### src/rtl/nbu_pkg.sv
// Shared state encodings for the nine-bit transceiver.
// Assumes: included in compile order ahead of every nbu_* module.
package nbu_pkg;

    typedef enum logic [1:0] {
        TX_IDLE  = 2'd0,
        TX_START = 2'd1,
        TX_DATA  = 2'd2,
        TX_STOP  = 2'd3
    } tx_state_t;

    typedef enum logic [1:0] {
        RX_IDLE  = 2'd0,
        RX_START = 2'd1,
        RX_DATA  = 2'd2,
        RX_STOP  = 2'd3
    } rx_state_t;

endpackage

### src/rtl/nbu_sync.sv
// Multi-stage synchroniser for an asynchronous single-bit input.
// Assumes: STAGES >= 1; the reset value matches the idle level of the line.
module nbu_sync #(
    parameter int   STAGES  = 2,
    parameter logic RST_VAL = 1'b1
) (
    input  logic clk,
    input  logic rst_n,
    input  logic d,
    output logic q
);

    logic [STAGES-1:0] chain;

    generate
        if (STAGES == 1) begin : g_single
            // Purpose: single capture flop
            always_ff @(posedge clk) begin
                if (!rst_n) chain <= RST_VAL;
                else        chain <= d;
            end
        end else begin : g_multi
            // Purpose: shift the input through the synchroniser chain
            always_ff @(posedge clk) begin
                if (!rst_n) chain <= {STAGES{RST_VAL}};
                else        chain <= {chain[STAGES-2:0], d};
            end
        end
    endgenerate

    assign q = chain[STAGES-1];

endmodule

### src/rtl/nbu_tx.sv
// Frame serialiser: start bit, DATA_W+1 data bits LSB first, then one or two
// stop bits. Every bit lasts OVS tick pulses.
// Assumes: tick is a one-cycle enable; a load is accepted only while idle.
module nbu_tx
    import nbu_pkg::*;
#(
    parameter int DATA_W = 8,
    parameter int OVS    = 16
) (
    input  logic              clk,
    input  logic              rst_n,
    input  logic              tick,
    input  logic              load,
    input  logic [DATA_W-1:0] data,
    input  logic              bit9,
    input  logic              two_stop,
    output logic              txd,
    output logic              busy
);

    localparam int FW    = DATA_W + 1;
    localparam int CNT_W = $clog2(OVS);
    localparam int IDX_W = $clog2(FW);

    tx_state_t        st;
    logic [CNT_W-1:0] cnt;
    logic [IDX_W-1:0] idx;
    logic [FW-1:0]    sh;
    logic             stop2;
    logic             bit_end;

    assign bit_end = tick && (cnt == CNT_W'(OVS - 1));
    assign busy    = (st != TX_IDLE);

    // Purpose: count ticks within the current bit period
    always_ff @(posedge clk) begin
        if (!rst_n)             cnt <= '0;
        else if (st == TX_IDLE) cnt <= '0;
        else if (tick)          cnt <= bit_end ? '0 : cnt + CNT_W'(1);
    end

    // Purpose: frame sequencer and registered line output
    always_ff @(posedge clk) begin
        if (!rst_n) begin
            st    <= TX_IDLE;
            idx   <= '0;
            sh    <= '0;
            stop2 <= 1'b0;
            txd   <= 1'b1;
        end else begin
            case (st)
                TX_IDLE: begin
                    if (load) begin
                        sh    <= {bit9, data};
                        stop2 <= two_stop;
                        idx   <= '0;
                        txd   <= 1'b0;
                        st    <= TX_START;
                    end
                end
                TX_START: begin
                    if (bit_end) begin
                        txd <= sh[0];
                        idx <= '0;
                        st  <= TX_DATA;
                    end
                end
                TX_DATA: begin
                    if (bit_end) begin
                        if (idx == IDX_W'(FW - 1)) begin
                            txd <= 1'b1;
                            idx <= '0;
                            st  <= TX_STOP;
                        end else begin
                            txd <= sh[1];
                            sh  <= sh >> 1;
                            idx <= idx + IDX_W'(1);
                        end
                    end
                end
                TX_STOP: begin
                    if (bit_end) begin
                        if (stop2 && (idx == '0)) idx <= IDX_W'(1);
                        else                       st  <= TX_IDLE;
                    end
                end
                default: st <= TX_IDLE;
            endcase
        end
    end

    AST_TX_IDLE_MARK: assert property (@(posedge clk) disable iff (!rst_n)
        !busy |-> txd);
    AST_TX_START_SPACE: assert property (@(posedge clk) disable iff (!rst_n)
        $rose(busy) |-> !txd);
    AST_TX_HOLD_NO_TICK: assert property (@(posedge clk) disable iff (!rst_n)
        (busy && !tick) |=> (busy && $stable(txd)));
    AST_TX_LOAD_IGNORED: assert property (@(posedge clk) disable iff (!rst_n)
        (busy && load) |=> $stable(stop2));

endmodule

### src/rtl/nbu_rx.sv
// Frame deserialiser. It finds a falling edge, confirms the start bit half a
// bit later, samples DATA_W+1 bits and the first stop bit at bit centres, and
// reports the frame with a one-cycle valid pulse.
// Assumes: rx_in is already synchronised; OVS is even.
module nbu_rx
    import nbu_pkg::*;
#(
    parameter int DATA_W = 8,
    parameter int OVS    = 16
) (
    input  logic              clk,
    input  logic              rst_n,
    input  logic              tick,
    input  logic              rx_in,
    output logic [DATA_W-1:0] data_o,
    output logic              bit9_o,
    output logic              valid_o,
    output logic              ferr_o
);

    localparam int FW    = DATA_W + 1;
    localparam int HALF  = OVS / 2;
    localparam int CNT_W = $clog2(OVS);
    localparam int IDX_W = $clog2(FW);

    rx_state_t        st;
    logic [CNT_W-1:0] cnt;
    logic [IDX_W-1:0] idx;
    logic [FW-1:0]    sh;
    logic             prev;
    logic             mid_hit;
    logic             full_hit;

    assign mid_hit  = tick && (cnt == CNT_W'(HALF - 1));
    assign full_hit = tick && (cnt == CNT_W'(OVS - 1));

    // Purpose: tick counter, restarted after start confirmation and each sample
    always_ff @(posedge clk) begin
        if (!rst_n)                          cnt <= '0;
        else if (st == RX_IDLE)              cnt <= '0;
        else if ((st == RX_START) && mid_hit) cnt <= '0;
        else if (full_hit)                   cnt <= '0;
        else if (tick)                       cnt <= cnt + CNT_W'(1);
    end

    // Purpose: line level at the previous tick, used for edge detection
    always_ff @(posedge clk) begin
        if (!rst_n)    prev <= 1'b1;
        else if (tick) prev <= rx_in;
    end

    // Purpose: receive sequencer, shift register and result registers
    always_ff @(posedge clk) begin
        if (!rst_n) begin
            st      <= RX_IDLE;
            idx     <= '0;
            sh      <= '0;
            data_o  <= '0;
            bit9_o  <= 1'b0;
            valid_o <= 1'b0;
            ferr_o  <= 1'b0;
        end else begin
            valid_o <= 1'b0;
            case (st)
                RX_IDLE: begin
                    if (tick && prev && !rx_in) st <= RX_START;
                end
                RX_START: begin
                    if (mid_hit) begin
                        idx <= '0;
                        st  <= rx_in ? RX_IDLE : RX_DATA;
                    end
                end
                RX_DATA: begin
                    if (full_hit) begin
                        sh <= {rx_in, sh[FW-1:1]};
                        if (idx == IDX_W'(FW - 1)) st  <= RX_STOP;
                        else                       idx <= idx + IDX_W'(1);
                    end
                end
                RX_STOP: begin
                    if (full_hit) begin
                        data_o  <= sh[DATA_W-1:0];
                        bit9_o  <= sh[FW-1];
                        ferr_o  <= !rx_in;
                        valid_o <= 1'b1;
                        st      <= RX_IDLE;
                    end
                end
                default: st <= RX_IDLE;
            endcase
        end
    end

    AST_RX_VALID_PULSE: assert property (@(posedge clk) disable iff (!rst_n)
        valid_o |=> !valid_o);
    AST_RX_FERR_WITH_VALID: assert property (@(posedge clk) disable iff (!rst_n)
        !$stable(ferr_o) |-> valid_o);
    AST_RX_FALSE_START: assert property (@(posedge clk) disable iff (!rst_n)
        ((st == RX_START) && mid_hit && rx_in) |=> (st == RX_IDLE));
    AST_RX_NEEDS_EDGE: assert property (@(posedge clk) disable iff (!rst_n)
        ((st == RX_IDLE) && tick && !prev) |=> (st == RX_IDLE));

endmodule

### src/rtl/nine_bit_uart.sv
// Top level of the nine-bit transceiver: input synchroniser, transmitter and
// receiver sharing one 16x tick.
// Assumes: tick comes from an external baud generator on the clk domain.
module nine_bit_uart #(
    parameter int DATA_W      = 8,
    parameter int OVS         = 16,
    parameter int SYNC_STAGES = 2
) (
    input  logic              clk,
    input  logic              rst_n,
    input  logic              tick,
    input  logic              tx_load,
    input  logic [DATA_W-1:0] tx_byte,
    input  logic              tx_bit9,
    input  logic              two_stop,
    output logic              txd,
    output logic              tx_busy,
    input  logic              rxd,
    output logic [DATA_W-1:0] rx_byte,
    output logic              rx_bit9,
    output logic              rx_valid,
    output logic              rx_frame_err
);

    logic rxd_s;

    nbu_sync #(.STAGES(SYNC_STAGES), .RST_VAL(1'b1)) sync_i (
        .clk   (clk),
        .rst_n (rst_n),
        .d     (rxd),
        .q     (rxd_s)
    );

    nbu_tx #(.DATA_W(DATA_W), .OVS(OVS)) tx_i (
        .clk      (clk),
        .rst_n    (rst_n),
        .tick     (tick),
        .load     (tx_load),
        .data     (tx_byte),
        .bit9     (tx_bit9),
        .two_stop (two_stop),
        .txd      (txd),
        .busy     (tx_busy)
    );

    nbu_rx #(.DATA_W(DATA_W), .OVS(OVS)) rx_i (
        .clk     (clk),
        .rst_n   (rst_n),
        .tick    (tick),
        .rx_in   (rxd_s),
        .data_o  (rx_byte),
        .bit9_o  (rx_bit9),
        .valid_o (rx_valid),
        .ferr_o  (rx_frame_err)
    );

endmodule

### config.mk
export PLATFORM = sky130hd
export DESIGN_NAME = nine_bit_uart
export DESIGN_NICKNAME = d
export VERILOG_FILES = /design/src/rtl/nbu_pkg.sv /design/src/rtl/nbu_sync.sv /design/src/rtl/nbu_tx.sv /design/src/rtl/nbu_rx.sv /design/src/rtl/nine_bit_uart.sv
export SDC_FILE = /design/constraint.sdc
export NUM_CORES = 1
export LEC_CHECK = 0
export CORE_ASPECT_RATIO = 1.75
export CORE_MARGIN = 4
export CORE_UTILIZATION = 55
export CTS_CLUSTER_SIZE = 16
export DETAILED_ROUTE_END_ITERATION = 12
export GPL_TIMING_DRIVEN = 1
export PLACE_DENSITY_LB_ADDON = 0.08
export SLEW_MARGIN = 20
export SYNTH_ARGS = -nofsm -noshare
export SYNTH_HDL_FRONTEND = slang
export SYNTH_SLANG_ARGS = --single-unit
export TNS_END_PERCENT = 100
### constraint.sdc
create_clock -name clk -period 2.3 [get_ports clk]
set_input_delay 0.46 -clock clk [delete_from_list [all_inputs] [get_ports clk]]
set_output_delay 0.46 -clock clk [all_outputs]
set_load 0.05 [all_outputs]
* Yosys cells after proc, flatten, opt, wreduce, memory -nomap -nowiden
Cells that the tools add are included. W data, S select, Z words.
Storage, ports and cells: bits in latches 0, RAM bits 0, flip-flop bits (word level) 54, output and inout port bits 13, bits in read-only memories 0, memories kept 0
Cells by class: equality and inequality tests 25, $add $sub $neg 4, divide/modulo/power cells 0, $lt $le $gt $ge 0, mux-type cells 36, bitwise gates (word level) 1, $mul 0, reductions and logical operators 27, shift-type cells 0
Operators with widths (number):
- $mux W4 | 10
- $mux W9 | 3
- $mux W2 | 12
- $ne A2 B1 Y1 const B | 9
- $pmux W9 S2 | 1
- $add A4 B1 Y4 const B | 4
- $eq A4 B4 Y1 const B | 4
- $pmux W2 S4 | 2
- $pmux W4 S4 | 1
- $reduce_and A4 Y1 | 3
- $ne A2 B2 Y1 const B | 5
- $reduce_and A5 Y1 | 2
- $eq A2 B2 Y1 const B | 4
- $pmux W4 S2 | 1
- $reduce_and A2 Y1 | 4
- $logic_and A1 B1 Y1 | 7
- $reduce_and A6 Y1 | 1
- $reduce_bool A2 Y1 | 3
- $mux W1 | 5
- $eq A2 B1 Y1 const B | 2
- $eq A4 B3 Y1 const B | 1
- $logic_not A2 Y1 | 2
- $logic_not A4 Y1 | 1
- $reduce_or A4 Y1 | 1
- 5 further kinds | 5

* Longest topological paths before layout
Gate-level depths: netlist of run 1.
depth after elaboration 5, gate-level depth with buffers 8, gate-level depth less buffers 6

* Modules after synthesis
A second synthesis of run 1 with hierarchy kept.
Second synthesis, totals: cells, all modules 270, area total of the unflattened synthesis 2638.8 um2
Modules (own cells, without submodules):
- nbu_rx | cells an instance 134, area each 1403.8 um2, times used 1, sequential area each 620.6 um2
- nbu_tx | cells an instance 132, area each 1182.4 um2, times used 1, sequential area each 420.4 um2
- nbu_sync | cells an instance 4, area each 52.6 um2, times used 1, sequential area each 40.0 um2

* Worst setup path before layout of run 1
Ideal clock, no wire load.
kind register -> register, start point register tx_i.cnt[0], end point register tx_i.idx[0], data arrival time 1590 ps, path buffers 1, slack 591 ps, cell stages (with the launch flop) 7, data required time 2181 ps, cell sequence dfxtp_1 ha_1 and4_1 buf_6 o211ai_1 nand2_1 o221a_2
On the way: word-level cells in the longest chain between the ends 4, elaborated cells on any way between the ends 6
Ends and longest elaborated chain:
- from (decl) | RTL line nbu_tx.sv:26 | logic [CNT_W-1:0] cnt;
- from (signal assigned) | RTL line nbu_tx.sv:39 | else if (tick) cnt <= bit_end ? '0 : cnt + CNT_W'(1);
- $eq A4 B4 Y1 * | RTL line nbu_tx.sv:32 | assign bit_end = tick && (cnt == CNT_W'(OVS - 1));
- $logic_and A1 B1 Y1 * | RTL line nbu_tx.sv:32
- $ne A2 B1 Y1 (no source line)
- $reduce_and A5 Y1 (no source line) *
- to (signal assigned) | RTL line nbu_tx.sv:77 | idx <= idx + IDX_W'(1);
- to (decl) | RTL line nbu_tx.sv:27 | logic [IDX_W-1:0] idx;
Mark *: on every way between the ends. The rest lies on a longest branch, timed or not. A chain may end at the register's enable or synchronous reset.

* Worst setup path in the final report of run 1
start point register rx_i.data_o[2], end point output rx_byte[2]
RTL lines:
- from (decl) | RTL line nbu_rx.sv:15 | output logic [DATA_W-1:0] data_o,
- from (signal assigned) | RTL line nbu_rx.sv:83 | data_o <= sh[DATA_W-1:0];
- to (decl) | RTL line nine_bit_uart.sv:19 | output logic [DATA_W-1:0] rx_byte,
No word-level cell between the ends.

==> run summary, run 1 <==
========================================================================================================
Async set-or-reset flop fraction in the synthesized netlist ...............................           0%
Largest net degree at the start of global routing .........................................           30
Height of the die .........................................................................      98.5 um
Power density over cell area ..............................................................   923 nW/um2
Initial cell density of the core ..........................................................        57.3%
Number of nets at the end of the flow .....................................................          332
Final setup skew ..........................................................................   0.00924 ns
Number of placement rows ..................................................................           32
Avg Cell Area, Syn ........................................................................     9.05 um2
Share of the synthesized area in the top cell type ........................................        42.0%
Series of cell instances along the critical path .......................................... clkdlybuf4s50_1
Final core occ ............................................................................        66.3%
Layout Area Growth over Synthesis .........................................................        15.6%
Leading post-synthesis cells by instance count ............................................ dfxtp_1 (54), nand2_1 (30), mux2i_1 (29)
Total Wirelength ..........................................................................      4.84 mm
Primary flip-flop cell chosen by synthesis mapping ........................................      dfxtp_1
Sequential fraction of the synthesis area .................................................        42.0%
Vias in the first global route ............................................................        1,963
Detail-routed net length per standard cell ................................................      13.5 um
Global-route congestion overflow total ....................................................            0
Via density per instance ..................................................................         5.65
Post-CTS clock slew at the launch and capture registers of the worst setup and hold paths .      0.09 ns
# port buffers ............................................................................           27
Crit path kind ............................................................................ register to output pin
Pins Over Slew Limit ......................................................................            0
Peak per-stage delay on the critical path .................................................      0.81 ns
Vias ......................................................................................        2,028
Cells after synthesis .....................................................................          284
I/O pin count .............................................................................           28
Hold buffer count at CTS ..................................................................            0
Routed Antenna Nets .......................................................................            0
Total clock buffers created by CTS ........................................................            5
Tmin final ................................................................................      1.92 ns
Number of gates resized after cts .........................................................            0
Distinct cell type count of the synthesized netlist .......................................           45
Final Setup Violations ....................................................................            0
Startpoint of the worst register-to-register path .........................................  tx_i.cnt[0]
Cell types occupying the most area after synthesis ........................................ dfxtp_1 (42%), mux2i_1 (11%), ha_1 (4.9%)
Achievable frequency ......................................................................      521 MHz
Worst VDD drop ............................................................................     0.939 mV
Clock latency reported for the late side of the worst-skew pair ...........................      0.31 ns
Total inserted antenna cells ..............................................................            0
Gpl congestion ............................................................................        0.800
Startpoint of the most critical setup path ................................................ rx_i.data_o[2]
Area of the die ...........................................................................     5880 um2
CP Launch Type ............................................................................     register
Yosys reg bits ............................................................................           54
Detailed Place HPWL .......................................................................      3.48 mm
Number of enable flip-flop cells after synthesis ..........................................            0
Clock sink count ..........................................................................           54
H-tree lvl count ..........................................................................            2
Synth Net Count ...........................................................................          309
Area of placed instances ..................................................................     2860 um2
Min-delay worst type ...................................................................... register to register
Setup tns final ...........................................................................         0 ns
Number of inserted filler cells in the final layout .......................................          387
Total Routing Usage GR ....................................................................        17.9%
Most common cell in the synthesized netlist ...............................................      dfxtp_1
# Max-Cap Violations ......................................................................            0
Number of buffers inserted to repair setup after CTS ......................................            0
Critical-path maximum fanout ..............................................................            2
First-pass GRT wire length ................................................................      8.42 mm
Run status ................................................................................ finished, final reports clean
Residual DRC count ........................................................................            0
Buffer cell driving the clock tree root ...................................................     clkbuf_8
Nature of the critical path endpoint ......................................................   output pin
Clock tree buffer depth ...................................................................            2
Cell area after layout ....................................................................     2970 um2
Remaining max-slew budget at the tightest pin .............................................        66.3%
Cell with the largest stage delay on the worst path ....................................... clkdlybuf4s50_1
Origin of the worst min-delay path ........................................................ sync_i.chain[0]
Yosys warnings ............................................................................            0
Setup repair after global routing missed its margin .......................................           no
Die width .................................................................................      59.7 um
Final count of hold timing violations .....................................................            0
Buffers plus inverters on the worst setup path ............................................            1
Required time of the critical path ........................................................      1.84 ns
Synthesized cell area .....................................................................     2570 um2
CTS tree ..................................................................................          yes
Cell taking the most area after synthesis .................................................      dfxtp_1
Static Leakage ............................................................................      1.09 nW
First-pass detailed-route iteration total .................................................            4
Initial DRC Count .........................................................................          110
Transition at the pin with the smallest max-transition slack ..............................     0.504 ns
Cell class contributing the biggest share of worst-path delay ............................. buffers and inverters
Share of final-layout standard cells stronger than drive strength 1 .......................        9.09%
Antenna violations before repair ..........................................................            0
Period utilization ........................................................................        83.5%
Area of the placeable core ................................................................     4480 um2
Arrival @ worst endpoint ..................................................................      1.46 ns
========================================================================================================
==> metrics by stage <==
| stage | hold WS [ns] | total power [mW] | std cells | worst slack (ns) |
|---|---|---|---|---|
| 2_1_floorplan | 0.386 | 1.97 | 284 | 0.591 |
| 3_5_place_dp | 0.400 | 2.14 | 351 | 0.164 |
| 5_1_grt | 0.455 | 2.91 | 359 | 0.333 |
| 4_1_cts | 0.422 | 2.78 | 359 | 0.366 |
| 3_3_place_gp | 0.395 | 2.13 | 351 | 0.202 |
| 6_report | 0.419 | 2.74 | 359 | 0.380 |
==> state kept, by name, indices dropped and copies added (netlist names), named ones only <==
signal and cells:
rx_i.bit9_o 1, rx_i.cnt 4, rx_i.data_o 8, rx_i.ferr_o 1, rx_i.idx 4, rx_i.prev 1, rx_i.sh 9, rx_i.st 1
rx_i.valid_o 1, sync_i.chain 2, tx_i.cnt 4, tx_i.idx 4, tx_i.sh 9, tx_i.st 2, tx_i.stop2 1, tx_i.txd 1
==> cell type report <==
cell class | instances | area, um2 | area share (%)
multi-input cells | 199 | 1340 | 45.1
clock buffers | 6 | 72.6 | 2.44
flip-flops and latches | 54 | 1080 | 36.4
well taps | 51 | 63.8 | 2.15
inverters | 11 | 41.3 | 1.39
clock inverters | 2 | 37.5 | 1.26
repair buffers | 36 | 335 | 11.3
==> where the power goes <==
group          total (mW)  internal [mW]  leakage (nW)  switching, mW
sequential           1.14           1.06         0.439         0.0795
combinational       0.977          0.424         0.599          0.554
clock               0.628          0.325        0.0514          0.303
total                2.74           1.81          1.09          0.937
==> layout by cell type, fill, tap and decap left out, types with 7 or more instances in the layout <==
| master | instances |
|---|---|
| inv_1 | 11 |
| mux2i_1 | 29 |
| buf_4 | 10 |
| dfxtp_1 | 54 |
| a211oi_2 | 8 |
| nand2_1 | 30 |
| o21ai_0 | 16 |
| nor2_1 | 22 |
| ha_1 | 10 |
| nand2b_1 | 7 |
| nand3_1 | 18 |
| clkdlybuf4s50_1 | 26 |
| a21oi_1 | 13 |
==> path summary, 6_finish.rpt <==
path	endpoint	slack (ns)	depth (start not counted)
worst max-delay path	rx_byte[2]	0.38	1
worst min-delay path	sync_i.chain[1]	0.42	1
worst max register to register	tx_i.idx[0]	0.44	5
worst min register to register	sync_i.chain[1]	0.42	1
==> kinds of logic after synthesis <==
logic type	synth area share [%]
compound gates	14.4
xor+xnor	1.70
fa+ha+maj	4.87
buf+inv	5.79
flops	42.0
mux	11.3
simple gates	20.0
==> metal layers <==
layer | global-route usage, % | share of wire (%) | vias to the layer above | routed length (um)
met2 | 31.5 | 53 | 29 | 2570
met1 | 20.5 | 42 | 958 | 2030
met3 | 3.93 | 3.4 | 5 | 166
met5 | 0 | 0 | - | 0
met4 | 5.80 | 1.4 | 0 | 70
li1 | - | - | 1036 | -
(Power assumes the default switching activity.)
==> inputs of run 2 (changes only) <==
clock period = 1.92 ns   (was 2.3 ns; I/O delays follow)
==> run summary, run 2 (synthesis results as in run 1) <==
========================================================================================================
Total clock buffers created by CTS ........................................................            5   unchanged
Power density over cell area ..............................................................  1110 nW/um2   +20%
Most common library cell in the layout ignoring fill and taps .............................      dfxtp_1
Share of final-layout standard cells stronger than drive strength 1 .......................        11.4%   +2.3 points
Highest Signal Layer ......................................................................         met4
Total Routing Usage GR ....................................................................        18.0%   +0.18 points
Achievable frequency ......................................................................      543 MHz
Largest net degree at the start of global routing .........................................           23   -23%
Buffers plus inverters on the worst setup path ............................................            1   unchanged
Final Setup Violations ....................................................................            0   unchanged
Leading registers by flop count ........................................................... rx_i.sh: 9 flops, tx_i.sh: 9 flops, rx_i.data_o: 8 flops
Run status ................................................................................ finished, final reports clean
# Max-Cap Violations ......................................................................            0   unchanged
Via density per instance ..................................................................         5.56   -1.6%
Min-delay worst type ...................................................................... register to register
Number of gates resized after cts .........................................................            0   unchanged
Final setup skew ..........................................................................   0.00712 ns   -0.00212 ns
Post-CTS clock slew at the launch and capture registers of the worst setup and hold paths .      0.09 ns   about the same
Height of the die .........................................................................      98.5 um   unchanged
Required time of the critical path ........................................................      1.54 ns   -0.30 ns
Arrival @ worst endpoint ..................................................................      1.46 ns   about the same
Buffer cell driving the clock tree root ...................................................     clkbuf_8
Met2 WL ...................................................................................      2.59 mm   +0.74%
Cell with the largest stage delay on the worst path ....................................... clkdlybuf4s50_1
Number of buffers inserted to repair setup after CTS ......................................            0   unchanged
Area of the die ...........................................................................     5880 um2   unchanged
Wl on met1 ................................................................................      2.04 mm   +0.54%
Period utilization ........................................................................        96.0%
Number of nets at the end of the flow .....................................................          340   +2.4%
Die width .................................................................................      59.7 um   unchanged
Clock sink count ..........................................................................           54   unchanged
Combined area of the multi-input logic cells ..............................................     1340 um2   unchanged
Initial DRC Count .........................................................................           46   -58%
Routed Antenna Nets .......................................................................            0   unchanged
Total inserted antenna cells ..............................................................            0   unchanged
Clock latency reported for the late side of the worst-skew pair ...........................      0.30 ns   about the same
Residual DRC count ........................................................................            0   unchanged
Antenna violations before repair ..........................................................            0   unchanged
Static Leakage ............................................................................      1.14 nW   +4.5%
Min Hold Slack ............................................................................     0.420 ns   +0.00164 ns
Gpl congestion ............................................................................        0.831   +3.8%
Global-route congestion overflow total ....................................................            0   unchanged
Overall power consumption .................................................................      3.38 mW   +23%
Critical-path maximum fanout ..............................................................            2   unchanged
Series of cell instances along the critical path .......................................... clkdlybuf4s50_1
Remaining max-slew budget at the tightest pin .............................................        66.5%   +0.19 points
Commonest cells after routing, fill and taps aside ........................................ dfxtp_1 (54), nand2_1 (30), mux2i_1 (29)
Detail-routed net length per standard cell ................................................      13.2 um   -2.0%
Initial cell density of the core ..........................................................        57.3%   unchanged
Tmin final ................................................................................      1.84 ns
Number of placement rows ..................................................................           32   unchanged
Final count of hold timing violations .....................................................            0   unchanged
First-pass detailed-route iteration total .................................................            4   unchanged
Area of the placeable core ................................................................     4480 um2   unchanged
First-pass GRT wire length ................................................................      8.63 mm   +2.5%
Hold buffer count at CTS ..................................................................            0   unchanged
Clock tree buffer depth ...................................................................            2   unchanged
Detailed Place HPWL .......................................................................      3.67 mm   +5.5%
I/O pin count .............................................................................           28   unchanged
Total Wirelength ..........................................................................      4.85 mm   +0.14%
# port buffers ............................................................................           27   unchanged
Layout Area Growth over Synthesis .........................................................        18.7%
Pins Over Slew Limit ......................................................................            0   unchanged
Transition at the pin with the smallest max-transition slack ..............................     0.501 ns   -0.00283 ns
Setup repair after global routing missed its margin .......................................           no
Crit path kind ............................................................................ register to output pin
CTS tree ..................................................................................          yes
Vias ......................................................................................        2,040   +0.59%
CP Launch Type ............................................................................     register
Nature of the critical path endpoint ......................................................   output pin
Number of inserted filler cells in the final layout .......................................          387   unchanged
Met3 Wirelength ...........................................................................       147 um   -11%
H-tree lvl count ..........................................................................            2   unchanged
Worst VDD drop ............................................................................     0.983 mV   +4.7%
Cell class contributing the biggest share of worst-path delay ............................. buffers and inverters
Peak per-stage delay on the critical path .................................................      0.81 ns   about the same
Vias in the first global route ............................................................        2,043   +4.1%
Sequential cell area ......................................................................     1080 um2   unchanged
========================================================================================================
## run 2: cell type report
type                    count  share of cell area (%)
clock buffers               7                    2.50
repair buffers             44                    13.7
clock inverters             1                   0.984
inverters                  11                    1.35
multi-input cells         199                    44.0
flip-flops and latches     54                    35.4
well taps                  51                    2.09
## run 2: worst paths after layout
kind / from / end / slack [ns] / cells after the start
hold / removal: sync_i.chain[0] / sync_i.chain[1] / 0.42 / 1
hold reg to reg: sync_i.chain[0] / sync_i.chain[1] / 0.42 / 1
setup / recovery: rx_i.ferr_o / rx_frame_err / 0.08 / 1
setup reg to reg: tx_i.cnt[0] / tx_i.idx[0] / 0.22 / 5
## run 2: through the flow
stage / util, % / worst slack [ns] / setup TNS, ns / cells / instance area (um2)
finish: 68.1 / 0.0767 / 0 / 367 / 3050
global route: 68.1 / 0.0139 / 0 / 367 / 3050
CTS: 68.1 / 0.0613 / 0 / 367 / 3050
detailed placement: 65.7 / -0.0817 / -0.779 / 359 / 2950
global placement: 65.7 / -0.0396 / -0.203 / 359 / 2950
floorplan: - / 0.211 / 0 / 284 / 2570
## run 2: layer usage
layer  up-vias  global-route usage [%]
met5         -                       0
met4         0                    6.14
met3         6                    3.28
met2        26                    32.4
met1       957                    20.4
li1       1051                       -
## run 2: power by group
group	total (mW)	internal, mW	switching, mW
clock network	0.742	0.391	0.351
logic	1.27	0.594	0.678
registers	1.36	1.27	0.0956
total	3.38	2.25	1.12
==> inputs of run 3 (changes only) <==
CORE_UTILIZATION = 50   (was 55)
CTS_CLUSTER_DIAMETER = 50   (was unset)
TNS_END_PERCENT = 30   (was 100)
clock period = 1.68 ns   (was 1.92 ns; I/O delays follow)
==> run summary, run 3 (synthesis results as in run 1) <==
========================================================================================================
Detailed Place HPWL .......................................................................      3.85 mm   +4.8%
Via density per instance ..................................................................         5.34   -3.9%
Largest net degree at the start of global routing .........................................           27   +17%
Reg2Reg Setup Slack .......................................................................      0.08 ns   -0.14 ns
Combined area of the multi-input logic cells ..............................................     1360 um2   +1.1%
Final Setup Violations ....................................................................            0   unchanged
Height of the die .........................................................................       103 um   +4.5%
Antenna violations before repair ..........................................................            0   unchanged
First-pass detailed-route iteration total .................................................            4   unchanged
Worst VDD drop ............................................................................      1.05 mV   +6.9%
Share of total power in combinational logic ...............................................        37.6%   about the same
Most common library cell in the layout ignoring fill and taps .............................      dfxtp_1
CTS tree ..................................................................................          yes
Tmin final ................................................................................      1.60 ns
H-tree lvl count ..........................................................................            2   unchanged
Commonest cells after routing, fill and taps aside ........................................ dfxtp_1 (51), buf_4 (37), nand2_1 (30)
Peak per-stage delay on the critical path .................................................      0.35 ns   -0.46 ns
Power density over cell area ..............................................................  1330 nW/um2   +20%
Initial cell density of the core ..........................................................        51.7%   -5.7 points
Startpoint of the worst register-to-register path .........................................   tx_i.st[0]
Number of cells in the finished layout apart from fillers .................................          379   +3.3%
Remaining max-slew budget at the tightest pin .............................................        77.5%   +11 points
Required time of the critical path ........................................................      1.89 ns   +0.35 ns
Leading registers by flop count ........................................................... rx_i.sh: 9 flops, tx_i.sh: 9 flops, rx_i.data_o: 8 flops
Initial DRC Count .........................................................................           71   +54%
Sequential fraction of design power .......................................................        37.7%   -2.7 points
Cell with the largest stage delay on the worst path .......................................      dfxtp_2
Vias ......................................................................................        2,024   -0.78%
Routed Antenna Nets .......................................................................            0   unchanged
Final setup skew ..........................................................................   0.00622 ns   -0.000897 ns
Gpl congestion ............................................................................        0.857   +3.1%
Area of the die ...........................................................................     6400 um2   +8.9%
Pint ......................................................................................      2.80 mW   +24%
Transition at the pin with the smallest max-transition slack ..............................     0.336 ns   -0.165 ns
Cell area after layout ....................................................................     3150 um2   +3.1%
Area of the placeable core ................................................................     4980 um2   +11%
Arrival @ worst endpoint ..................................................................      1.81 ns   +0.35 ns
Total clock buffers created by CTS ........................................................            5   unchanged
Share of final-layout standard cells stronger than drive strength 1 .......................        20.3%   +8.9 points
Period utilization ........................................................................        95.3%
Number of placement rows ..................................................................           34   +6.3%
Worst hold endpoint ....................................................................... sync_i.chain[1]
Number of nets at the end of the flow .....................................................          349   +2.6%
# port buffers ............................................................................           27   unchanged
Buffer cell driving the clock tree root ...................................................     clkbuf_8
Number of cells traversed by the worst register-to-register path ..........................            6   +1
Final count of hold timing violations .....................................................            0   unchanged
Clock tree buffer depth ...................................................................            2   unchanged
Clock sink count ..........................................................................           54   unchanged
Post-CTS clock slew at the launch and capture registers of the worst setup and hold paths .      0.10 ns   about the same
I/O pin count .............................................................................           28   unchanged
Pins Over Slew Limit ......................................................................            0   unchanged
Nature of the critical path endpoint ......................................................     register
Origin of the worst min-delay path ........................................................ sync_i.chain[0]
Instance count along the most critical hold path ..........................................            1   unchanged
Vias in the first global route ............................................................        1,985   -2.8%
Net load switching power ..................................................................      1.36 mW   +21%
Achievable frequency ......................................................................      625 MHz
Min-delay worst type ...................................................................... register to register
Hold buffer count at CTS ..................................................................            0   unchanged
Total Routing Usage GR ....................................................................        16.8%   -1.3 points
Layout Area Growth over Synthesis .........................................................        22.3%
Clock network power share .................................................................        24.7%   +2.7 points
Die width .................................................................................      62.2 um   +4.2%
Sequential cell area ......................................................................     1080 um2   +0.35%
Crit path kind ............................................................................ register to register
Switching power as a share of total power .................................................        32.7%   -0.57 points
Total Wirelength ..........................................................................      5.20 mm   +7.1%
Residual DRC count ........................................................................            0   unchanged
Static Leakage ............................................................................      1.22 nW   +7.0%
Critical-path maximum fanout ..............................................................            6   +4
Clock latency reported for the late side of the worst-skew pair ...........................      0.31 ns   about the same
CP Launch Type ............................................................................     register
First-pass GRT wire length ................................................................      8.84 mm   +2.5%
Setup repair after global routing missed its margin .......................................          yes
# placed instances ........................................................................          369   +2.8%
Critical register-to-register path endpoint ...............................................  tx_i.idx[0]
# Max-Cap Violations ......................................................................            0   unchanged
Area of placed instances ..................................................................     2980 um2   +1.1%
Series of cell instances along the critical path .......................................... inv_1 > ha_2 > nor2_1 > o211ai_1 > nand2_1 > o221a_2
Number of inserted filler cells in the final layout .......................................          450   +16%
Run status ................................................................................ finished, final reports clean
Global-route congestion overflow total ....................................................            0   unchanged
Total inserted antenna cells ..............................................................            0   unchanged
Detail-routed net length per standard cell ................................................      13.7 um   +3.7%
========================================================================================================
-- run 3: cell types whose count changed in the layout (fill, tap and decap cells not counted), moves of 2 or more --
cell             delta
clkdlybuf4s50_1    -11
dfxtp_2             +3
dfxtp_1             -3
ha_1                -3
buf_4              +20
ha_2                +3
clkbuf_1            -2
-- run 3: timing repair --
action	CTS	global route
endpoints found under the setup margin	4	16
pin swaps	1	4
resized for setup	1	6
buffers inserted	0	2
cloned	0	0
-- run 3: cell type report --
type                       instances  area share [%]
multi-input combinational        199            43.1
sequential                        54            34.5
tap                               54            2.15
clock inverter                     3            2.19
inverter                          11            1.31
clock buffer                       5            2.19
timing repair buffer              53            14.6
-- run 3: power by group through the flow --
stage / logic [mW] / registers (mW) / clock network, mW
6_report: 1.57 / 1.57 / 1.03
5_1_grt: 1.73 / 1.59 / 1.10
4_1_cts: 1.54 / 1.57 / 1.05
3_5_place_dp: 1.53 / 1.59 / 0
3_3_place_gp: 1.52 / 1.59 / 0
2_1_floorplan: 1.11 / 1.60 / 0
-- run 3: metal layers --
| layer | vias up | global-route usage, % | routed length (um) |
|---|---|---|---|
| met4 | 0 | 7.01 | 80 |
| li1 | 1067 | - | - |
| met1 | 931 | 17.1 | 2100 |
| met3 | 5 | 3.16 | 162 |
| met5 | - | 0 | 0 |
| met2 | 21 | 32.7 | 2850 |
-- run 3: worst max-delay path, delay by kind of cell, from the launching register on --
kind	cells	cell delay [ns]
AOI/OAI and AO/OA	2	0.60
adders and majority gates	1	0.24
buffers and inverters	1	0.09
DFF	1	0.35
and+or+nand+nor	2	0.22
-- run 3: worst max-delay path by stage --
stage                     startpoint  slack [ns]          end
after floorplan           tx_i.st[0]        0.02  tx_i.idx[0]
after global placement          tick       -0.21     register
after detailed placement        tick       -0.24  tx_i.idx[0]
after CTS                 tx_i.st[0]        0.01  tx_i.idx[0]
after global routing      tx_i.st[0]       -0.01  tx_i.idx[2]
final                     tx_i.st[0]        0.08  tx_i.idx[0]
-- run 3: through the flow --
stage / power (mW) / utilization, % / setup slack [ns] / hold WS [ns] / TNS, ns
after floorplan: 2.70 / - / 0.0244 / 0.386 / 0
after global placement: 3.10 / 59.8 / -0.210 / 0.393 / -5.43
after detailed placement: 3.12 / 59.8 / -0.245 / 0.402 / -5.84
after CTS: 4.16 / 62.6 / 0.0128 / 0.428 / 0
after global routing: 4.42 / 63.2 / -0.0138 / 0.435 / -0.0258
final: 4.17 / 63.2 / 0.0796 / 0.425 / 0
